`src/rtl/evcu_pkg.sv`:
```
package evcu_pkg;
  localparam int ADDR_W   = 16;
  localparam int CODE_W   = 8;
  localparam int GLOB_BIT = 16;

  localparam logic [CODE_W-1:0] CODE_NONE = 8'hFF;

  localparam logic [ADDR_W-1:0] A_CTRL = 16'h0408;
  localparam logic [ADDR_W-1:0] A_MASK = 16'h0800;
  localparam logic [ADDR_W-1:0] A_STAT = 16'h0808;
  localparam logic [ADDR_W-1:0] A_CLR  = 16'h080C;
  localparam logic [ADDR_W-1:0] A_EN   = 16'h1C00;
  localparam logic [ADDR_W-1:0] A_SEL  = 16'h1D00;
  localparam logic [ADDR_W-1:0] A_CNT  = 16'h1E00;

  // Codes that are wired to a cache event source
  function automatic logic code_known(input logic [CODE_W-1:0] c);
    logic k;
    case (c)
      8'h00, 8'h01, 8'h02, 8'h03, 8'h04,
      8'h20, 8'h21, 8'h22, 8'h23, 8'h29,
      8'h40, 8'h41, 8'h42: k = 1'b1;
      default:             k = 1'b0;
    endcase
    return k;
  endfunction
endpackage

```
`src/rtl/evcu_cfg.sv`:
```
module evcu_cfg
  import evcu_pkg::*;
#(
  parameter int NUM_CNT = 8,
  parameter int NUM_SEL = (NUM_CNT + 3) / 4
) (
  input  logic                     clk,
  input  logic                     rst,
  input  logic                     wr_en,
  input  logic [ADDR_W-1:0]        addr,
  input  logic [31:0]              wdata,
  output logic                     glob_en,
  output logic [NUM_CNT-1:0]       cnt_en,
  output logic [NUM_CNT-1:0]       irq_mask,
  output logic [NUM_CNT*CODE_W-1:0] codes,
  output logic [NUM_SEL*32-1:0]    sel_words
);

  always_ff @(posedge clk) begin
    if (rst) begin
      glob_en  <= 1'b0;
      cnt_en   <= '0;
      irq_mask <= '1;
    end else if (wr_en) begin
      if (addr == A_CTRL) glob_en  <= wdata[GLOB_BIT];
      if (addr == A_EN)   cnt_en   <= wdata[NUM_CNT-1:0];
      if (addr == A_MASK) irq_mask <= wdata[NUM_CNT-1:0];
    end
  end

  // One 32-bit select word per group of four counters
  for (genvar k = 0; k < NUM_SEL; k++) begin : g_sel
    localparam logic [ADDR_W-1:0] WADDR = A_SEL + ADDR_W'(4 * k);
    always_ff @(posedge clk) begin
      if (rst)                          sel_words[32*k +: 32] <= '1;
      else if (wr_en && addr == WADDR)  sel_words[32*k +: 32] <= wdata;
    end
  end

  for (genvar n = 0; n < NUM_CNT; n++) begin : g_code
    assign codes[CODE_W*n +: CODE_W] = sel_words[32*(n/4) + 8*(n%4) +: CODE_W];
  end

endmodule

```
`src/rtl/evcu_ctr.sv`:
```
module evcu_ctr
  import evcu_pkg::*;
#(
  parameter int CNT_W   = 48,
  parameter int NUM_EVT = 256
) (
  input  logic              clk,
  input  logic              rst,
  input  logic              run,
  input  logic [CODE_W-1:0] code,
  input  logic [NUM_EVT-1:0] evt_vec,
  input  logic              wr_en,
  input  logic [CNT_W-1:0]  wr_data,
  output logic [CNT_W-1:0]  cnt_q,
  output logic              wrap
);

  logic hit;
  assign hit  = run && (code != CODE_NONE) && code_known(code) && evt_vec[code];
  assign wrap = hit && !wr_en && (&cnt_q);

  always_ff @(posedge clk) begin
    if (rst)        cnt_q <= '0;
    else if (wr_en) cnt_q <= wr_data;
    else if (hit)   cnt_q <= cnt_q + 1'b1;
  end

  AST_HOLD_IDLE: assert property (@(posedge clk) disable iff (rst)
    (!run && !wr_en) |=> $stable(cnt_q));
  AST_NULL_CODE: assert property (@(posedge clk) disable iff (rst)
    (code == CODE_NONE && !wr_en) |=> $stable(cnt_q));
  AST_SINGLE_STEP: assert property (@(posedge clk) disable iff (rst)
    !wr_en |=> (cnt_q == $past(cnt_q) || cnt_q == $past(cnt_q) + 1'b1));
  AST_WRITE_WINS: assert property (@(posedge clk) disable iff (rst)
    wr_en |=> cnt_q == $past(wr_data));

endmodule

```
`src/rtl/evcu_ovf.sv`:
```
module evcu_ovf #(
  parameter int NUM_CNT = 8
) (
  input  logic               clk,
  input  logic               rst,
  input  logic [NUM_CNT-1:0] wrap,
  input  logic               clr_en,
  input  logic [NUM_CNT-1:0] clr_bits,
  input  logic [NUM_CNT-1:0] mask,
  output logic [NUM_CNT-1:0] status_q,
  output logic               irq_q
);

  logic [NUM_CNT-1:0] clr_sel;
  assign clr_sel = clr_en ? clr_bits : '0;

  always_ff @(posedge clk) begin
    if (rst) begin
      status_q <= '0;
      irq_q    <= 1'b0;
    end else begin
      status_q <= (status_q & ~clr_sel) | wrap;
      irq_q    <= |(status_q & ~mask);
    end
  end

  AST_WRAP_SETS: assert property (@(posedge clk) disable iff (rst)
    (|wrap) |=> ((status_q & $past(wrap)) == $past(wrap)));
  AST_CLEAR_W1C: assert property (@(posedge clk) disable iff (rst)
    clr_en |=> ((status_q & $past(clr_bits) & ~$past(wrap)) == '0));
  AST_MASKED_QUIET: assert property (@(posedge clk) disable iff (rst)
    (&mask) |=> !irq_q);

endmodule

```
`src/rtl/evcu_top.sv`:
```
module evcu_top
  import evcu_pkg::*;
#(
  parameter int NUM_CNT = 8,
  parameter int CNT_W   = 48,
  parameter int DATA_W  = 64,
  parameter int NUM_EVT = 256
) (
  input  logic               clk,
  input  logic               rst,
  input  logic               reg_wr,
  input  logic               reg_rd,
  input  logic [ADDR_W-1:0]  reg_addr,
  input  logic [DATA_W-1:0]  reg_wdata,
  output logic [DATA_W-1:0]  reg_rdata,
  output logic               reg_rvalid,
  input  logic [NUM_EVT-1:0] evt_pulse,
  output logic               irq
);

  localparam int NUM_SEL = (NUM_CNT + 3) / 4;
  localparam int IDX_W   = (NUM_CNT > 1) ? $clog2(NUM_CNT) : 1;
  localparam logic [ADDR_W-1:0] CNT_SPAN = ADDR_W'(8 * NUM_CNT);

  logic                      glob_en;
  logic [NUM_CNT-1:0]        cnt_en, irq_mask, wrap, status;
  logic [NUM_CNT*CODE_W-1:0] codes;
  logic [NUM_SEL*32-1:0]     sel_words;
  logic [CNT_W-1:0]          cnt_q [NUM_CNT];
  logic [ADDR_W-1:0]         cnt_off;
  logic [IDX_W-1:0]          cnt_idx;
  logic                      cnt_hit, clr_en;
  logic [DATA_W-1:0]         rd_mux;
  logic                      unused_hi;

  assign unused_hi = ^reg_wdata[DATA_W-1:CNT_W];

  // Counter window decode: 8-byte stride, aligned accesses only
  assign cnt_off = reg_addr - A_CNT;
  assign cnt_idx = cnt_off[3 +: IDX_W];
  assign cnt_hit = (reg_addr >= A_CNT) && (cnt_off < CNT_SPAN) && (cnt_off[2:0] == 3'd0);
  assign clr_en  = reg_wr && (reg_addr == A_CLR);

  evcu_cfg #(.NUM_CNT(NUM_CNT), .NUM_SEL(NUM_SEL)) u_cfg (
    .clk       (clk),
    .rst       (rst),
    .wr_en     (reg_wr),
    .addr      (reg_addr),
    .wdata     (reg_wdata[31:0]),
    .glob_en   (glob_en),
    .cnt_en    (cnt_en),
    .irq_mask  (irq_mask),
    .codes     (codes),
    .sel_words (sel_words)
  );

  for (genvar n = 0; n < NUM_CNT; n++) begin : g_ctr
    logic ctr_wr;
    assign ctr_wr = reg_wr && cnt_hit && (cnt_idx == IDX_W'(n));
    evcu_ctr #(.CNT_W(CNT_W), .NUM_EVT(NUM_EVT)) u_ctr (
      .clk     (clk),
      .rst     (rst),
      .run     (glob_en && cnt_en[n]),
      .code    (codes[CODE_W*n +: CODE_W]),
      .evt_vec (evt_pulse),
      .wr_en   (ctr_wr),
      .wr_data (reg_wdata[CNT_W-1:0]),
      .cnt_q   (cnt_q[n]),
      .wrap    (wrap[n])
    );
  end

  evcu_ovf #(.NUM_CNT(NUM_CNT)) u_ovf (
    .clk      (clk),
    .rst      (rst),
    .wrap     (wrap),
    .clr_en   (clr_en),
    .clr_bits (reg_wdata[NUM_CNT-1:0]),
    .mask     (irq_mask),
    .status_q (status),
    .irq_q    (irq)
  );

  always_comb begin
    rd_mux = '0;
    if (cnt_hit) begin
      rd_mux = DATA_W'(cnt_q[cnt_idx]);
    end else begin
      case (reg_addr)
        A_CTRL:  rd_mux[GLOB_BIT]    = glob_en;
        A_EN:    rd_mux[NUM_CNT-1:0] = cnt_en;
        A_MASK:  rd_mux[NUM_CNT-1:0] = irq_mask;
        A_STAT:  rd_mux[NUM_CNT-1:0] = status;
        default: begin
          for (int k = 0; k < NUM_SEL; k++) begin
            if (reg_addr == A_SEL + ADDR_W'(4 * k)) rd_mux[31:0] = sel_words[32*k +: 32];
          end
        end
      endcase
    end
  end

  always_ff @(posedge clk) begin
    if (rst) begin
      reg_rdata  <= '0;
      reg_rvalid <= 1'b0;
    end else begin
      reg_rvalid <= reg_rd;
      if (reg_rd) reg_rdata <= rd_mux;
    end
  end

  AST_READ_LATENCY: assert property (@(posedge clk) disable iff (rst)
    reg_rd |=> reg_rvalid);
  AST_UPPER_ZERO: assert property (@(posedge clk) disable iff (rst)
    (reg_rd && cnt_hit) |=> reg_rdata[DATA_W-1:CNT_W] == '0);

endmodule

```
`config.mk`:
```
export PLATFORM = sky130hd
export DESIGN_NAME = evcu_top
export DESIGN_NICKNAME = d
export VERILOG_FILES = /design/src/rtl/evcu_pkg.sv /design/src/rtl/evcu_cfg.sv /design/src/rtl/evcu_ctr.sv /design/src/rtl/evcu_ovf.sv /design/src/rtl/evcu_top.sv
export SDC_FILE = /design/constraint.sdc
export NUM_CORES = 2
export LEC_CHECK = 0
export BUFFER_PORTS_ARGS = -buffer_cell sky130_fd_sc_hd__buf_4
export CELL_PAD_IN_SITES_DETAIL_PLACEMENT = 1
export CELL_PAD_IN_SITES_GLOBAL_PLACEMENT = 1
export CORE_ASPECT_RATIO = 0.8
export CORE_MARGIN = 5
export CORE_UTILIZATION = 46
export CTS_BUF_LIST = sky130_fd_sc_hd__clkbuf_16
export CTS_CLUSTER_DIAMETER = 30
export DETAILED_ROUTE_END_ITERATION = 16
export GPL_TIMING_DRIVEN = 0
export PLACE_DENSITY_LB_ADDON = 0.08
export SLEW_MARGIN = 10
export SYNTH_ARGS = -nofsm -noshare
export SYNTH_HDL_FRONTEND = slang
export SYNTH_SLANG_ARGS = --single-unit
```
`constraint.sdc`:
```
create_clock -name clk -period 3.57 [get_ports clk]
set_input_delay 0.714 -clock clk [delete_from_list [all_inputs] [get_ports clk]]
set_output_delay 0.714 -clock clk [all_outputs]
set_load 0.02 [all_outputs]
```
==> reports/results.txt <==
fin util -> 0.578
largest net degree at the start of global routing -> 17
Yosys warnings -> 0
fmax -> 271 MHz
synthesized area -> 36100 sq um
highest routed layer -> met5
Setup WS pre-CTS -> -1.81 ns
Max VDD drop -> 376 uV
final-stage net count -> 4730
die width -> 323 microns
post-synthesis async set-or-reset flop share -> 0
syn avg cell area -> 9.06 sq um
CP delay by family, top -> simple AND/OR/NAND/NOR gates
Critical path buffers and inverters -> 3
Layout Skew -> 0.0255 ns
Post-synth EDFFs -> 0
DR vias -> 40000
detailed-route DRC error count -> 0
Final period util -> 1.03
Max Cap Viol -> 1
post-route setup slack -> -0.122 ns
CP arrival -> 4.33 ns
FP Rows -> 91
Routed WL per cell -> 37.1 microns
worst endpoint required time -> 4.21 ns
initial antenna violation count -> 14
share of cells above drive strength 1 -> 0.222
status -> finished with violations
worst-margin pin slew -> 1.50 ns
Root Buffer -> clkbuf_16
failing checks -> max-capacitance violations, max-slew violations, negative setup slack
fin crit period -> 3.69 ns
Post-Syn Instances -> 3984
Leak -> 16.1 nW
Vias/cell -> 7.23
wl on met1 -> 79500 microns
Max stage delay on crit path -> 0.67 ns
post-route ant nets -> 0
CTS tree -> built
Die H -> 261 microns
worst rel slew slack -> -0.00139
Starting DRT DRC Count -> 5930
H-tree levels -> 4
Hold Vio Cnt, Final -> 0
CTS max path bufs -> 3
CTS buffer count -> 134
Seq/Total Area, Yosys -> 0.290
clock slew at reported path FFs -> 0.05 ns
Die ar. -> 84200 sq um
most frequent cells in the layout -> dfxtp_1, nor2_1, a211oi_1, buf_4, mux4_2
I/O Pins -> 406
met2 wire len -> 80400 microns
first-pass GRT wire length -> 282000 microns
commonest non-fill, non-tap cell in the layout -> dfxtp_1
routed wl met3 -> 33900 microns
# fillers -> 8819
fin. max-slew vios -> 10
HPWL Detailed -> 150000 microns
WS Path Type -> reg -> reg
Inst Count DP -> 5232
setup TNS -> -2.36 ns
Final Non-Filler Cells -> 5525
critical path fanouts, max -> 10
startpoint class of the critical path -> flop
Num Clock Sinks -> 523
Power Dens Cells -> 432 nW/um^2
HP Class -> in -> reg
Crit-path slowest cell -> mux2i_1
final instance area -> 44700 sq um
Layout area overhead -> 23.9%
clock latency on the worst-skew pair -> 0.75 ns
First-pass DRT Iterations -> 6
WL final -> 205000 microns
total gr overflow -> 0
Initial Util -> 0.466
Overall Global Routing Usage -> 0.467
Crit. End Element -> flop
Final Setup Violations -> 68
flops & latches, synth -> 523
Port Buffers -> 206
CORE AREA -> 77400 sq um
gpl congestion -> 1.07
Post-Place Cell Area -> 39000 sq um
top_reg_cell synth -> dfxtp_1
number of global-route vias before repair -> 38500
cells along the critical path -> buf_6 > mux2i_1 > o22ai_1 > nor4bb_2 > a221oi_4 > buf_4 > and3_1 > clkbuf_1 > and4_1 > xnor2_1 > a211oi_1
post-synth cell types -> 87
CTS Hold Bufs -> 0
[synth_stat cells, types with 63 or more instances]
library cell    n  area (sq um)
o21ai_0        80           400
and3_1         80           500
xor2_1        228          2000
nor2_1        488          1830
nand2_1       207           777
nand4_1       149           932
inv_1          89           334
a211oi_1      312          2340
clkbuf_1      254           953
dfxtp_1       523         10500
a21oi_1        77           385
nand3_1       169           846
a211o_1        63           552
mux4_2        256          5770
nor2b_1        64           400
xnor2_1        84           736
mux2i_1       142          1420
[worst register-to-register path, stage by stage (launching register included)]
cell	delay [ns]
dfxtp_1	0.43
buf_6	0.24
mux2i_1	0.69
o22ai_1	0.22
nor4bb_2	0.51
a221oi_4	0.11
buf_4	0.20
and3_1	0.20
clkbuf_1	0.34
and4_1	0.34
xnor2_1	0.12
a211oi_1	0.21
[through the flow]
step                hold slack (ns)  power (mW)
global route                  0.160        19.6
detailed placement            0.449        7.22
floorplan                     0.439        6.55
finish                        0.159        19.3
CTS                           0.142        19.2
global placement              0.443        7.21
[power by group]
group	internal [mW]	total, mW	switching, mW
Clock	7.94	12.1	4.14
Sequential	5.87	5.88	0.0155
Combinational	0.443	1.35	0.910
Total	14.3	19.3	5.07
[layout make-up]
cell class                 count  area [sq um]  share of cell area
multi-input combinational   2998         24200               0.541
clock inverter               111          1040              0.0232
buffer                       379          2050              0.0458
inverter                      90           338             0.00755
timing repair buffer         255          1960              0.0439
clock buffer                 135          3380              0.0755
antenna                       11          27.5            0.000615
sequential                   523         10500               0.234
tap                         1023          1280              0.0286
[layer usage]
metal  up-vias  global-route usage
li1      15900                   -
met1     20200               0.618
met2      3225               0.621
met3       647               0.246
met4        30               0.212
met5         -              0.0433
[registers in the layout, indices dropped and copies added, names as in the netlist]
register / cells
reg_rvalid: 1
u_cfg.codes: 64
u_cfg.irq_mask: 8
u_cfg.glob_en: 1
u_ovf.irq_q: 1
reg_rdata: 48
u_ovf.status_q: 8
g_ctr.u_ctr.cnt_q: 384
u_cfg.cnt_en: 8
[cells by family after synthesis]
logic type,after synthesis,synth area share
xor gates and xnor gates,312,0.0757
DFF,523,0.290
and+or+nand+nor,1469,0.207
muxes,439,0.213
AOI/OAI and AO/OA,753,0.153
adders and majority gates,9,0.00312
other,1,0.000104
buffers and inverters,478,0.0585
[repair_timing]
action | CTS | global route
pin swaps | 18 | 21
buffers inserted | 22 | 21
cloned | 0 | 2
setup endpoints to repair | 428 | 306
gates resized for setup | 126 | 126
[worst paths after layout]
check,cells past startpoint,to,slack (ns),from
max reg2reg,11,g_ctr[2].u_ctr.cnt_q[18]$_SDFFE_PP0P_,-0.12,u_cfg.codes[17]$_SDFFE_PP1P_
max,11,g_ctr[2].u_ctr.cnt_q[18]$_SDFFE_PP0P_,-0.12,u_cfg.codes[17]$_SDFFE_PP1P_
min,2,reg_rvalid$_SDFF_PP0_,0.16,rst
min reg2reg,2,reg_rdata[47]$_SDFFE_PP0P_,0.46,reg_rdata[47]$_SDFFE_PP0P_
Note: power is estimated with default switching activity, not from simulation.
